File: src/rtl/dec_accum_pkg.sv
package dec_accum_pkg;
  localparam int unsigned ACC_W_DEF   = 32;
  localparam int unsigned ADC_W_DEF   = 14;
  localparam int unsigned OUT_W_DEF   = 24;
  localparam int unsigned SHIFT_W_DEF = 4;

  typedef enum logic [1:0] {
    ACC_HOLD  = 2'b00,
    ACC_ADD   = 2'b01,
    ACC_CLEAR = 2'b10,
    ACC_LOAD  = 2'b11
  } acc_op_e;
endpackage

File: src/rtl/dac_rst_sync.sv
module dac_rst_sync (
  input  logic clk,
  input  logic rst_n,
  output logic rst_sync_n
);
  logic [1:0] sync_q;

  always_ff @(posedge clk or negedge rst_n) begin
    if (!rst_n) sync_q <= 2'b00;
    else        sync_q <= {sync_q[0], 1'b1};
  end

  assign rst_sync_n = sync_q[1];
endmodule

File: src/rtl/dac_shift_stage.sv
module dac_shift_stage #(
  parameter int unsigned ADC_W   = 14,
  parameter int unsigned ACC_W   = 32,
  parameter int unsigned OUT_W   = 24,
  parameter int unsigned SHIFT_W = 4
) (
  input  logic               clk,
  input  logic               rst_n,
  input  logic [ADC_W-1:0]   adc_in,
  input  logic [SHIFT_W-1:0] shift_amt,
  output logic [ACC_W-1:0]   shifted
);
  localparam int unsigned PRE = ACC_W - OUT_W;

  logic [ACC_W-1:0] wide;
  logic [ACC_W-1:0] shifted_d;
  logic [ACC_W-1:0] shifted_q;

  always_comb begin
    wide      = {{(ACC_W-ADC_W){1'b0}}, adc_in} << PRE;
    shifted_d = wide >> shift_amt;
  end

  always_ff @(posedge clk or negedge rst_n) begin
    if (!rst_n) shifted_q <= '0;
    else        shifted_q <= shifted_d;
  end

  assign shifted = shifted_q;
endmodule

File: src/rtl/dac_accumulator.sv
module dac_accumulator
  import dec_accum_pkg::*;
#(
  parameter int unsigned ACC_W = 32
) (
  input  logic             clk,
  input  logic             rst_n,
  input  logic             win_start,
  input  logic             win_add,
  input  logic [ACC_W-1:0] shifted,
  output logic [ACC_W-1:0] total
);
  acc_op_e          op;
  logic [ACC_W-1:0] base;
  logic [ACC_W:0]   sum;
  logic [ACC_W-1:0] total_d;
  logic [ACC_W-1:0] total_q;
  logic             total_en;

  always_comb begin
    op       = acc_op_e'({win_start, win_add});
    base     = (op == ACC_LOAD) ? '0 : total_q;
    sum      = {1'b0, base} + {1'b0, shifted};
    total_en = (op != ACC_HOLD);
    case (op)
      ACC_ADD, ACC_LOAD: total_d = sum[ACC_W] ? {ACC_W{1'b1}} : sum[ACC_W-1:0];
      ACC_CLEAR:         total_d = '0;
      default:           total_d = total_q;
    endcase
  end

  always_ff @(posedge clk or negedge rst_n) begin
    if (!rst_n)        total_q <= '0;
    else if (total_en) total_q <= total_d;
  end

  assign total = total_q;
endmodule

File: src/rtl/dac_out_stage.sv
module dac_out_stage #(
  parameter int unsigned ACC_W = 32,
  parameter int unsigned OUT_W = 24
) (
  input  logic             clk,
  input  logic             rst_n,
  input  logic             win_start,
  input  logic [ACC_W-1:0] total,
  output logic [OUT_W-1:0] dec_sample
);
  logic [OUT_W-1:0] out_d;
  logic [OUT_W-1:0] out_q;

  always_comb out_d = total[ACC_W-1 -: OUT_W];

  always_ff @(posedge clk or negedge rst_n) begin
    if (!rst_n)         out_q <= '0;
    else if (win_start) out_q <= out_d;
  end

  assign dec_sample = out_q;
endmodule

File: src/rtl/dec_accum_channel.sv
module dec_accum_channel
  import dec_accum_pkg::*;
#(
  parameter int unsigned ADC_W   = ADC_W_DEF,
  parameter int unsigned ACC_W   = ACC_W_DEF,
  parameter int unsigned OUT_W   = OUT_W_DEF,
  parameter int unsigned SHIFT_W = SHIFT_W_DEF
) (
  input  logic               clk,
  input  logic               rst_n,
  input  logic [ADC_W-1:0]   adc_in,
  input  logic [SHIFT_W-1:0] shift_amt,
  input  logic               win_start,
  input  logic               win_add,
  output logic [OUT_W-1:0]   dec_sample
);
  logic             rst_sync_n;
  logic [ACC_W-1:0] shifted;
  logic [ACC_W-1:0] total;

  dac_rst_sync u_rst (
    .clk        (clk),
    .rst_n      (rst_n),
    .rst_sync_n (rst_sync_n)
  );

  dac_shift_stage #(
    .ADC_W(ADC_W), .ACC_W(ACC_W), .OUT_W(OUT_W), .SHIFT_W(SHIFT_W)
  ) u_shift (
    .clk       (clk),
    .rst_n     (rst_sync_n),
    .adc_in    (adc_in),
    .shift_amt (shift_amt),
    .shifted   (shifted)
  );

  dac_accumulator #(.ACC_W(ACC_W)) u_acc (
    .clk       (clk),
    .rst_n     (rst_sync_n),
    .win_start (win_start),
    .win_add   (win_add),
    .shifted   (shifted),
    .total     (total)
  );

  dac_out_stage #(.ACC_W(ACC_W), .OUT_W(OUT_W)) u_out (
    .clk        (clk),
    .rst_n      (rst_sync_n),
    .win_start  (win_start),
    .total      (total),
    .dec_sample (dec_sample)
  );
endmodule

File: config.mk
export PLATFORM = sky130hd
export DESIGN_NAME = dec_accum_channel
export DESIGN_NICKNAME = d
export VERILOG_FILES = /design/src/rtl/dec_accum_pkg.sv /design/src/rtl/dac_rst_sync.sv /design/src/rtl/dac_shift_stage.sv /design/src/rtl/dac_accumulator.sv /design/src/rtl/dac_out_stage.sv /design/src/rtl/dec_accum_channel.sv
export SDC_FILE = /design/constraint.sdc
export NUM_CORES = 1
export LEC_CHECK = 0
export BUFFER_PORTS_ARGS = -buffer_cell sky130_fd_sc_hd__buf_2
export CAP_MARGIN = 5
export CORE_ASPECT_RATIO = 1.75
export CORE_MARGIN = 8
export CORE_UTILIZATION = 60
export DETAILED_ROUTE_END_ITERATION = 10
export PLACE_DENSITY = 0.8
export SLEW_MARGIN = 40
export SYNTH_ARGS = -nofsm -noshare
export SYNTH_HDL_FRONTEND = slang
export SYNTH_SLANG_ARGS = --single-unit
File: constraint.sdc
create_clock -name clk -period 6.65 [get_ports clk]
set_clock_uncertainty 0.05 [all_clocks]
set_input_delay 0 -clock clk [delete_from_list [all_inputs] [get_ports clk]]
set_output_delay 0 -clock clk [all_outputs]
set_load 0.03 [all_outputs]
==> summary.txt <==
Routing
  • Drt pass-1 iters: 4
  • ANT nets after route: 0
  • Routed Wire Length: ~12,000 um
  • DR vias/cell: a little over 6
  • DRC viols: 0
  • Vias: between 4,000 and 5,000
  • Initial DRC count: 201
  • Routed length per instance: about 18 um

STA
  • Final Cycle Share: 0.614
  • Worst-margin pin slew: approximately 0.82 ns
  • Pins Over Slew Limit: 0
  • Endpoints failing hold: 0
  • Setup-violating endpoint count in the final report: 0
  • TNS Setup: 0 ns
  • Relative slew slack: 0.439
  • RSZ-0062 raised after global routing: no
  • Final worst path period need: approximately 4 ns
  • Fmax: around 0.25 GHz

Logic synthesis
  • Mean Syn Cell Area: slightly above 9 um2
  • Seq/Total Area, Yosys: 0.404
  • Compound-Gate Fraction of Synth Area: 0.197
  • XOR/XNOR share of the synthesized area: 0.0371
  • Ys async rst share: 1.00
  • Register bit total from synthesis: 80
  • Leading register cell type out of synthesis: dfrtp_1
  • Largest family of logic cells by synthesized area: compound AO/OA/AOI/OAI gates
  • Synth Cell Area: around 5000 um2
  • Post-synthesis mux area share: 0.109
  • Synth Area in Simple Gates: 0.160
  • Syn Inst Count: 530
  • Syn Nets: 575
  • Warnings, synthesis: 0
  • Adder-Cell Fraction of Synth Area: 0.0596
  • Number of flops mapped to enable cells by yosys: 0
  • Cell variety after synth: between 50 and 60

Critical path
  • Required @ worst endpoint: between 6 and 7 ns
  • CP arrival: ~4.3 ns
  • Crit path capture type: flip-flop
  • CP max FO: 53
  • Setup CP Type: in2reg
  • CP Launch Type: primary input
  • FF-to-FF setup slack: 3.38 ns

Die
  • Core area: 8150 um2
  • Die X-Extent: 84.7 um
  • Chip height: 136 um
  • Row cnt: 44
  • Initial Util: 0.608
  • Full die area: between 10,000 and 15,000 um2
  • Top Ports: 46

Placed design
  • Port Buffer Count: between 40 and 50
  • Post-DP HPWL: 8980 um
  • Routability cong.: around 0.9
  • DP Cell Count: approximately 640

Cells and area
  • # nets final: 608
  • Commonest non-fill, non-tap cell in the layout: dfrtp_1
  • Final Non-Filler Cells: 660
  • Antenna Cells: 0
  • Most frequent cells in the layout: dfrtp_1, nand2_1, buf_2
  • Fill cells: 661
  • Layout cells sized above 1: 0.192
  • P&R area growth vs syn: 12.4%

Clocking
  • CTS tree: built
  • Root buf cell: clkbuf_16
  • Post-CTS resize count: 0
  • Clock slew at reported path FFs: 0.06 ns
  • H-tree depth: 3
  • Sink Count: 80
  • TritonCTS Buffers: 9
  • Clk buf depth: 2
  • Worst skew pair latency: about 0.34 ns

Power and ir drop
  • Sw power: 0.612 mW
  • Sw Share: 0.351
  • Int Pwr: between 1 and 1.5 mW
  • Comb power frac: 0.335
  • Leak: between 2 and 3 nW
  • Share of power burned in registers: 0.362
  • Maximum vdd drop: between 150 and 200 uV
  • Clock power frac: 0.303
  • Pwr/cell area: 313 nW/um2

Global routing
  • Vias in the first global route: 4,408
  • First-pass GRT wire length: approximately 21,000 um
  • Overall routing resource usage: 0.225
  • Initial antenna violation count: 0
  • GRT overflow: 0
  • Largest net degree at the start of global routing: 54

Status
  • Status: completed

Flow run
  • Max cap viols: 0

Min path
  • HP Class: in2reg
## metal layers
metal | vias to the layer above | GRT usage | share of wire
met3 | 30 | 0.0351 | 0.034
met5 | - | 0 | 0
met2 | 107 | 0.405 | 0.53
met1 | 1993 | 0.245 | 0.39
met4 | 0 | 0.127 | 0.039
li1 | 1949 | - | -
## final cells by class
class	count	area [um2]	share of cell area
multi-input combinational	410	2790	0.502
sequential	80	2010	0.360
timing repair buffer	51	290	0.0521
clock buffer	10	229	0.0411
tap	92	115	0.0207
clock inverter	6	92.6	0.0166
inverter	11	41.3	0.00742
## synthesized netlist by cell type (10+ instances only)
cell type   n  area (um2)
nand3_1    10        50.1
clkbuf_1   22        82.6
nand2b_1   12        75.1
nor2_1     36         135
xor2_1     10        87.6
o21ai_1    38         190
a21oi_1    44         220
o21ai_0    15        75.1
dfrtp_1    80        2000
ha_1       22         275
nand2_1    51         191
mux2_2     31         349
xnor2_1    11        96.3
mux2i_1    17         170
and2_1     27         169
inv_1      11        41.3
## power by group through the flow
stage	clock network [mW]	logic, mW	registers (mW)
after floorplan	0	0.384	0.679
after global placement	0	0.563	0.637
after detailed placement	0	0.577	0.637
after CTS	0.539	0.583	0.631
after global routing	0.557	0.646	0.643
final	0.528	0.584	0.632
## critical path, cell delays in order
cell and delay, ns:
buf_2 0.60, nand2_1 0.66, and2_1 0.37, ha_1 0.23, fa_1 0.44, a211oi_2 0.28
nor3_2 0.10, o2111a_1 0.25, o211ai_1 0.23, a21oi_2 0.19, buf_4 0.23, nor3b_2 0.34
and4_1 0.25, nor2_1 0.05
## logic make-up after synthesis
group / after synthesis
AOI/OAI and AO/OA: 154
and+or+nand+nor: 162
muxes: 49
buffers and inverters: 40
DFF: 80
adders and majority gates: 23
other: 1
xor gates and xnor gates: 21
## final timing paths
path,start,end,depth (start not counted)
worst max register to register,u_acc.total[0]$_DFFE_PN0P_,u_acc.total[30]$_DFFE_PN0P_,12
min in group asynchronous,u_rst.sync_q[1]$_DFF_PN0_,u_out.dec_sample[4]$_DFFE_PN0P_,0
worst min-delay path,shift_amt[2],u_shift.shifted[21]$_DFF_PN0_,2
max in group asynchronous,u_rst.sync_q[1]$_DFF_PN0_,u_acc.total[28]$_DFFE_PN0P_,1
worst max-delay path,win_add,u_acc.total[30]$_DFFE_PN0P_,14
worst min register to register,u_rst.sync_q[1]$_DFF_PN0_,u_out.dec_sample[4]$_DFFE_PN0P_,0
## timing repair
action | in CTS | in global routing
buffers inserted | 0 | 0
endpoints found under the hold margin | 4 | 0
hold buffers | 3 | 0
## state kept, by name, indices dropped and copies added (netlist names)
signal	cells
u_rst.sync_q	2
u_shift.shifted	22
u_acc.total	32
u_out.dec_sample	24
## per-stage QoR
step	total power [mW]	worst slack, ns	hold WS [ns]	instance area, um2	utilization
after global placement	1.20	2.47	-0.266	5190	0.638
after detailed placement	1.21	2.31	-0.263	5220	0.640
after global routing	1.85	2.26	0.0492	5570	0.683
final	1.74	2.57	0.0194	5570	0.683
after CTS	1.75	2.63	0.000720	5570	0.683
after floorplan	1.06	3.97	-0.346	4950	-
No activity file was read; power rests on OpenSTA's default activity.
